**config.mk**
```make
export PLATFORM = sky130hd
export DESIGN_NAME = sup_reset_gate
export DESIGN_NICKNAME = d
export VERILOG_FILES = /design/src/rtl/sup_reset_pkg.sv /design/src/rtl/mr_conditioner.sv /design/src/rtl/reset_holdoff.sv /design/src/rtl/ce_gate.sv /design/src/rtl/sup_reset_gate.sv
export SDC_FILE = /design/constraint.sdc
export NUM_CORES = 1
export LEC_CHECK = 0
export ABC_AREA = 0
export CAP_MARGIN = 15
export CORE_UTILIZATION = 56
export DETAILED_ROUTE_END_ITERATION = 12
export DONT_BUFFER_PORTS = 1
export HOLD_SLACK_MARGIN = 0.03
export PLACE_DENSITY = 0.74
export SLEW_MARGIN = 10
export SYNTH_ARGS = -nofsm -noshare
export SYNTH_HDL_FRONTEND = slang
export SYNTH_SLANG_ARGS = --single-unit
```
**constraint.sdc**
```tcl
create_clock -name clk -period 1.7 [get_ports clk]
set_input_delay 0.085 -clock clk [delete_from_list [all_inputs] [get_ports clk]]
set_output_delay 0.085 -clock clk [all_outputs]
set_load 0.02 [all_outputs]
```
**src/rtl/sup_reset_pkg.sv**
```systemverilog
package sup_reset_pkg;
  typedef enum logic [1:0] {
    CE_PASS  = 2'd0,
    CE_GRACE = 2'd1,
    CE_BLOCK = 2'd2
  } ce_state_e;
endpackage

```
**src/rtl/mr_conditioner.sv**
```systemverilog
module mr_conditioner #(
  parameter int unsigned DEB_TICKS = 4
) (
  input  logic clk,
  input  logic rst_n,
  input  logic tick,
  input  logic mr_n_i,
  output logic mr_active_o
);
  localparam int unsigned CW = $clog2(DEB_TICKS + 1);
  localparam logic [CW-1:0] LAST = CW'(DEB_TICKS - 1);

  logic          sync1_q, sync2_q;
  logic          deb_q, deb_d;
  logic [CW-1:0] cnt_q, cnt_d;

  always_comb begin
    deb_d = deb_q;
    cnt_d = cnt_q;
    if (sync2_q == deb_q) begin
      cnt_d = '0;
    end else if (tick) begin
      if (cnt_q == LAST) begin
        deb_d = sync2_q;
        cnt_d = '0;
      end else begin
        cnt_d = cnt_q + 1'b1;
      end
    end
  end

  always_ff @(posedge clk or negedge rst_n) begin
    if (!rst_n) begin
      sync1_q <= 1'b1;
      sync2_q <= 1'b1;
      deb_q   <= 1'b1;
      cnt_q   <= '0;
    end else begin
      sync1_q <= mr_n_i;
      sync2_q <= sync1_q;
      deb_q   <= deb_d;
      cnt_q   <= cnt_d;
    end
  end

  assign mr_active_o = ~deb_q;

  // the accepted level only moves on a tick edge
  a_r4_change_on_tick: assert property (@(posedge clk) disable iff (!rst_n)
    (deb_q != $past(deb_q)) |-> $past(tick));
  // the accepted level only moves toward the synchronised level
  a_r4_follows_sync: assert property (@(posedge clk) disable iff (!rst_n)
    (deb_q != $past(deb_q)) |-> (deb_q == $past(sync2_q)));
endmodule

```
**src/rtl/reset_holdoff.sv**
```systemverilog
module reset_holdoff #(
  parameter int unsigned HOLD_TICKS = 200000
) (
  input  logic clk,
  input  logic rst_n,
  input  logic tick,
  input  logic cause_i,
  output logic reset_n_o
);
  localparam int unsigned CW = $clog2(HOLD_TICKS + 1);
  localparam logic [CW-1:0] LAST = CW'(HOLD_TICKS - 1);

  logic          out_q, out_d;
  logic [CW-1:0] cnt_q, cnt_d;

  always_comb begin
    out_d = out_q;
    cnt_d = cnt_q;
    if (cause_i) begin
      out_d = 1'b0;
      cnt_d = '0;
    end else if (!out_q && tick) begin
      if (cnt_q == LAST) begin
        out_d = 1'b1;
        cnt_d = '0;
      end else begin
        cnt_d = cnt_q + 1'b1;
      end
    end
  end

  always_ff @(posedge clk or negedge rst_n) begin
    if (!rst_n) begin
      out_q <= 1'b0;
      cnt_q <= '0;
    end else begin
      out_q <= out_d;
      cnt_q <= cnt_d;
    end
  end

  assign reset_n_o = out_q;

  // an active cause pulls reset low at the next edge
  a_r2_cause_asserts: assert property (@(posedge clk) disable iff (!rst_n)
    cause_i |=> !reset_n_o);
  // release only on a tick with no cause present
  a_r3_release_on_tick: assert property (@(posedge clk) disable iff (!rst_n)
    $rose(reset_n_o) |-> ($past(tick) && !$past(cause_i)));
  // a restarted count is not complete on the next tick
  a_r6_no_release_after_cause: assert property (@(posedge clk) disable iff (!rst_n)
    cause_i |=> !$rose(reset_n_o));
endmodule

```
**src/rtl/ce_gate.sv**
```systemverilog
module ce_gate
  import sup_reset_pkg::*;
#(
  parameter int unsigned GRACE_TICKS = 15
) (
  input  logic clk,
  input  logic rst_n,
  input  logic tick,
  input  logic reset_n_i,
  input  logic ce_n_i,
  output logic ce_n_o
);
  localparam int unsigned CW = $clog2(GRACE_TICKS + 1);
  localparam logic [CW-1:0] LAST = CW'(GRACE_TICKS - 1);

  ce_state_e     st_q, st_d;
  logic [CW-1:0] cnt_q, cnt_d;
  logic          rst_act;

  assign rst_act = ~reset_n_i;

  always_comb begin
    st_d  = st_q;
    cnt_d = cnt_q;
    unique case (st_q)
      CE_PASS: begin
        if (rst_act) begin
          st_d  = ce_n_i ? CE_BLOCK : CE_GRACE;
          cnt_d = '0;
        end
      end
      CE_GRACE: begin
        if (!rst_act) begin
          st_d = CE_PASS;
        end else if (ce_n_i) begin
          st_d = CE_BLOCK;
        end else if (tick) begin
          if (cnt_q == LAST) begin
            st_d = CE_BLOCK;
          end else begin
            cnt_d = cnt_q + 1'b1;
          end
        end
      end
      default: begin
        if (!rst_act) st_d = CE_PASS;
      end
    endcase
  end

  always_ff @(posedge clk or negedge rst_n) begin
    if (!rst_n) begin
      st_q  <= CE_BLOCK;
      cnt_q <= '0;
    end else begin
      st_q  <= st_d;
      cnt_q <= cnt_d;
    end
  end

  assign ce_n_o = (st_q == CE_BLOCK) ? 1'b1 : ce_n_i;

  // the output is never low without a low request
  a_r10_low_needs_request: assert property (@(posedge clk) disable iff (!rst_n)
    !ce_n_o |-> !ce_n_i);
  // pass-through once reset has been released for an edge
  a_r8_pass_through: assert property (@(posedge clk) disable iff (!rst_n)
    (reset_n_i && $past(reset_n_i)) |-> (ce_n_o == ce_n_i));
  // once high during reset, stays high while reset lasts
  a_r9_no_reentry: assert property (@(posedge clk) disable iff (!rst_n)
    (rst_act && $past(rst_act) && $past(ce_n_o)) |-> ce_n_o);
endmodule

```
**src/rtl/sup_reset_gate.sv**
```systemverilog
module sup_reset_gate #(
  parameter int unsigned HOLD_TICKS  = 200000,
  parameter int unsigned DEB_TICKS   = 4,
  parameter int unsigned GRACE_TICKS = 15
) (
  input  logic clk,
  input  logic rst_n,
  input  logic tick,
  input  logic supply_low_i,
  input  logic lowline_warn_i,
  input  logic mr_n_i,
  input  logic ce_n_i,
  output logic reset_n_o,
  output logic lowline_n_o,
  output logic ce_n_o
);
  logic mr_active;
  logic cause;

  mr_conditioner #(.DEB_TICKS(DEB_TICKS)) u_mr (
    .clk        (clk),
    .rst_n      (rst_n),
    .tick       (tick),
    .mr_n_i     (mr_n_i),
    .mr_active_o(mr_active)
  );

  assign cause = supply_low_i | mr_active;

  reset_holdoff #(.HOLD_TICKS(HOLD_TICKS)) u_hold (
    .clk      (clk),
    .rst_n    (rst_n),
    .tick     (tick),
    .cause_i  (cause),
    .reset_n_o(reset_n_o)
  );

  ce_gate #(.GRACE_TICKS(GRACE_TICKS)) u_ce (
    .clk      (clk),
    .rst_n    (rst_n),
    .tick     (tick),
    .reset_n_i(reset_n_o),
    .ce_n_i   (ce_n_i),
    .ce_n_o   (ce_n_o)
  );

  assign lowline_n_o = ~lowline_warn_i;

  // warning output tracks its flag with no reset dependence
  always_comb begin
    a_r7_lowline: assert (lowline_n_o !== lowline_warn_i);
  end
endmodule

```
==> implementation parameters <==
Parameter                              Value

Clock network
  Num Clock Sinks ... 31
  Worst-case clock buffer depth ... 2
  Clock transition time at the flip-flop clock pins of the worst setup and hold paths ... 0.10 ns
  TritonCTS clock tree ... yes
  Clk_lat worst skew ... 0.34 ns
  TritonCTS buffer count ... 5
  H-tree level count ... 2
  Root cell of the clock tree ... sky130_fd_sc_hd__clkbuf_4

Critical path
  Data required time of the worst path ... 1.97 ns
  Kind of start point of the critical path ... flip-flop
  Worst Setup Path Type ... flip-flop to flip-flop
  Cell type with the highest occurrence count on the critical path ... sky130_fd_sc_hd__or4_4
  Peak per-stage delay on the critical path ... 0.54 ns
  Kind of end point of the critical path ... flip-flop
  CP Cell Sequence ... nand3_2 -> or4_4 -> or4_4 -> a31oi_1
  Slowest cell on the critical path ... sky130_fd_sc_hd__or4_4
  Data arrival time at the worst-slack endpoint ... 2.02 ns
  Kind of cell adding the most delay to the critical path ... simple AND/OR/NAND/NOR gates
  Maximum net fanout on the critical path ... 4
  CP Buf/Inv Count ... 0

Floorplan
  Initial cell density of the core ... 59.7%
  Die area ... 3210 sq um
  Row count ... 19
  Chip height ... 56.7 microns
  Core region area ... 2810 sq um
  Top-level port count ... 10
  Floorplan die width ... 56.7 microns

Synth
  Yosys warning count ... 0
  Avg Inst Size Synth ... 9.41 sq um
  Library cell occupying the most area in the post-synthesis netlist ... sky130_fd_sc_hd__dfrtp_1
  Number of distinct library cells after synthesis ... 39
  Sequential-to-total area share from yosys stat ... 46.6%
  Flip-flop and latch count after synthesis ... 31
  Cell types with the largest area share after synthesis ... sky130_fd_sc_hd__dfrtp_1 (40%), sky130_fd_sc_hd__dfstp_2 (6.3%), sky130_fd_sc_hd__nor2_1 (4.0%)
  Number of nets in the synthesized netlist ... 189
  Area share of the largest cell type after synthesis ... 40.4%
  Post-Syn Area ... 1670 sq um
  Syn Inst Count ... 178

Cells and area
  Most common library cell in the layout ignoring fill and taps ... sky130_fd_sc_hd__dfrtp_1
  Fill count ... 215
  Post-route cell area ... 2010 sq um
  Total area of multi-input combinational cells ... 886 sq um
  Seq. cell area ... 785 sq um
  Count of non-filler cells in the finished layout ... 238
  Commonest cells after routing, fill and taps aside ... sky130_fd_sc_hd__dfrtp_1 (24), sky130_fd_sc_hd__buf_4 (23), sky130_fd_sc_hd__nor2_1 (17), sky130_fd_sc_hd__nand2_1 (13)
  Layout Area Growth over Synthesis ... 20.3%
  Post-layout net count ... 217
  # diodes ... 0
  Layout cells sized above 1 ... 26.6%

Global route
  Global-route usage over all layers ... 27.0%
  GR met2 Demand/Resource ... 41.2%
  Global routing met3 resource utilization ... 7.37%
  Pin count of the biggest net entering global routing ... 32
  Global-route wire length before repair ... 6480 microns
  Met1 routing resource usage after global routing ... 34.0%
  Number of global-route vias before repair ... 1410
  Initial antenna violation count ... 0
  Final global-route overflow total ... 0
  Global-route layer with the greatest usage ... met2

Route
  Vias per cell ... 6.11
  Router iterations before antenna repair ... 4
  Violation count after the first detailed-route iteration ... 68
  Total Wirelength ... 3820 microns
  Number of routed nets with antenna violations ... 0
  Vias post-DR ... 1454
  Wire per inst ... 16.0 microns
  DRC errors left ... 0

STA
  Final hold violations ... 0
  Tmin final ... 1.75 ns
  Transition time of the tightest slew-check pin ... 0.471 ns
  Final setup TNS ... -0.0675 ns
  Setup repair after global routing missed its margin ... true
  Worst relative slew slack ... 68.5%
  Setup clock skew after layout ... 0.00543 ns
  Final worst path period share ... 103%
  Max-slew violation count ... 0
  Fin Hold WS ... 0.0758 ns
  Top achievable clock speed ... 572 MHz
  Setup-failing EPs final ... 2
  Final setup margin ... -0.0485 ns

Place
  Post-DP Area ... 1820 sq um
  Placed wire-length estimate after detailed placement ... 2500 microns
  Number of buffer cells added on primary ports ... 0
  DP Cell Count ... 219
  Final weighted congestion in routability-driven placement ... 0.886

Power
  Total Power Consumption ... 1.45 mW
  Power density cells ... 718 nW/um^2
  Peak supply drop ... 0.641 mV
  Leak pwr ... 0.859 nW

Status
  Failing checks ... setup timing
  Result of the run ... finished with violations

Job
  Number of max-capacitance violations reported ... 0

Min path
  Tightest Hold Check Type ... primary input to flip-flop
==> tightest hold or removal path: cells and delay by family <==
family                 cells  cell delay (ns)
buffers and inverters      1             0.15
and+or+nand+nor            1             0.06
AOI/OAI and AO/OA          1             0.10
==> per-layer routing <==
| layer | vias to the layer above | wire length (microns) |
|---|---|---|
| li1 | 701 | - |
| met1 | 693 | 1620 |
| met2 | 51 | 1850 |
| met3 | 9 | 266 |
| met4 | 0 | 69 |
| met5 | - | 0 |
==> kinds of logic (layout without fill, tap and decap cells) <==
kind of cell,Yosys count,after routing,synth area share (%)
and+or+nand+nor,74,74,24.1
DFF,31,31,46.6
AOI/OAI and AO/OA,42,42,15.4
buffers and inverters,13,42,3.06
adders and majority gates,4,4,2.99
muxes,6,6,3.66
xor gates and xnor gates,8,8,4.19
==> stage by stage <==
stage | utilization (%) | setup slack, ns
after floorplan | - | 0.0537
after global placement | 64.8 | -0.0610
after detailed placement | 64.8 | -0.0644
after CTS | 70.5 | -0.00906
after global routing | 71.8 | -0.106
final | 71.8 | -0.0485
==> final timing paths <==
| path | endpoint | cells past startpoint | from | slack (ns) |
|---|---|---|---|---|
| setup reg to reg | u_hold.cnt_q[16] | 4 | u_hold.cnt_q[12] | -0.05 |
| setup / recovery | u_hold.cnt_q[16] | 4 | u_hold.cnt_q[12] | -0.05 |
| min in group asynchronous | u_hold.cnt_q[1] | 2 | rst_n | 0.21 |
| max in group asynchronous | u_mr.deb_q | 2 | rst_n | 1.24 |
| hold / removal | u_hold.reset_n_o | 3 | supply_low_i | 0.08 |
| hold reg to reg | u_mr.sync2_q | 0 | u_mr.sync1_q | 0.37 |
==> flip-flops by register name, summed over array words and instances (netlist names) <==
| name | count |
|---|---|
| u_mr.sync2_q | 1 |
| u_mr.sync1_q | 1 |
| u_mr.deb_q | 1 |
| u_mr.cnt_q | 3 |
| u_hold.cnt_q | 18 |
| u_ce.st_q | 2 |
| u_ce.cnt_q | 4 |
| u_hold.reset_n_o | 1 |
==> what timing repair did <==
item                       4_1_cts  5_1_grt
setup buffers                    5        1
hold endpoints to repair        37        0
pin swaps                        2        5
hold buffers                     5        0
setup endpoints to repair       15       15
cloned                           0        0
gates resized for setup          3       10
==> cells in the mapped netlist (all sizes together) <==
cell type and n:
dfrtp 27, nor2 18, a21oi 13, nand2 13, o21ai 12, nand3 8, or3 7, inv 6
nand4 6, o211ai 6, xor2 6, clkbuf 5, mux2i 5, or4 5, dfstp 4, ha 4
nor2b 4, and3 3, o31ai 3, and2 2, buf 2, nand2b 2, o2111ai 2, o21a 2
or2 2, xnor2 2, a21o 1, a31oi 1, and4 1, mux2 1, nor3 1, nor4 1
nor4b 1, o221ai 1, o31a 1
==> where the power goes <==
part	internal (mW)	switching, mW
logic	0.0948	0.128
registers	0.782	0.0296
clock network	0.161	0.253
total	1.04	0.410
==> layout make-up <==
class | count | area share, %
repair buffers | 28 | 11.6
multi-input cells | 134 | 44.0
clock buffers | 7 | 2.24
flip-flops and latches | 31 | 38.9
well taps | 31 | 1.93
clock inverters | 1 | 0.248
inverters | 6 | 1.12
Note: power is estimated with default switching activity, not from simulation.
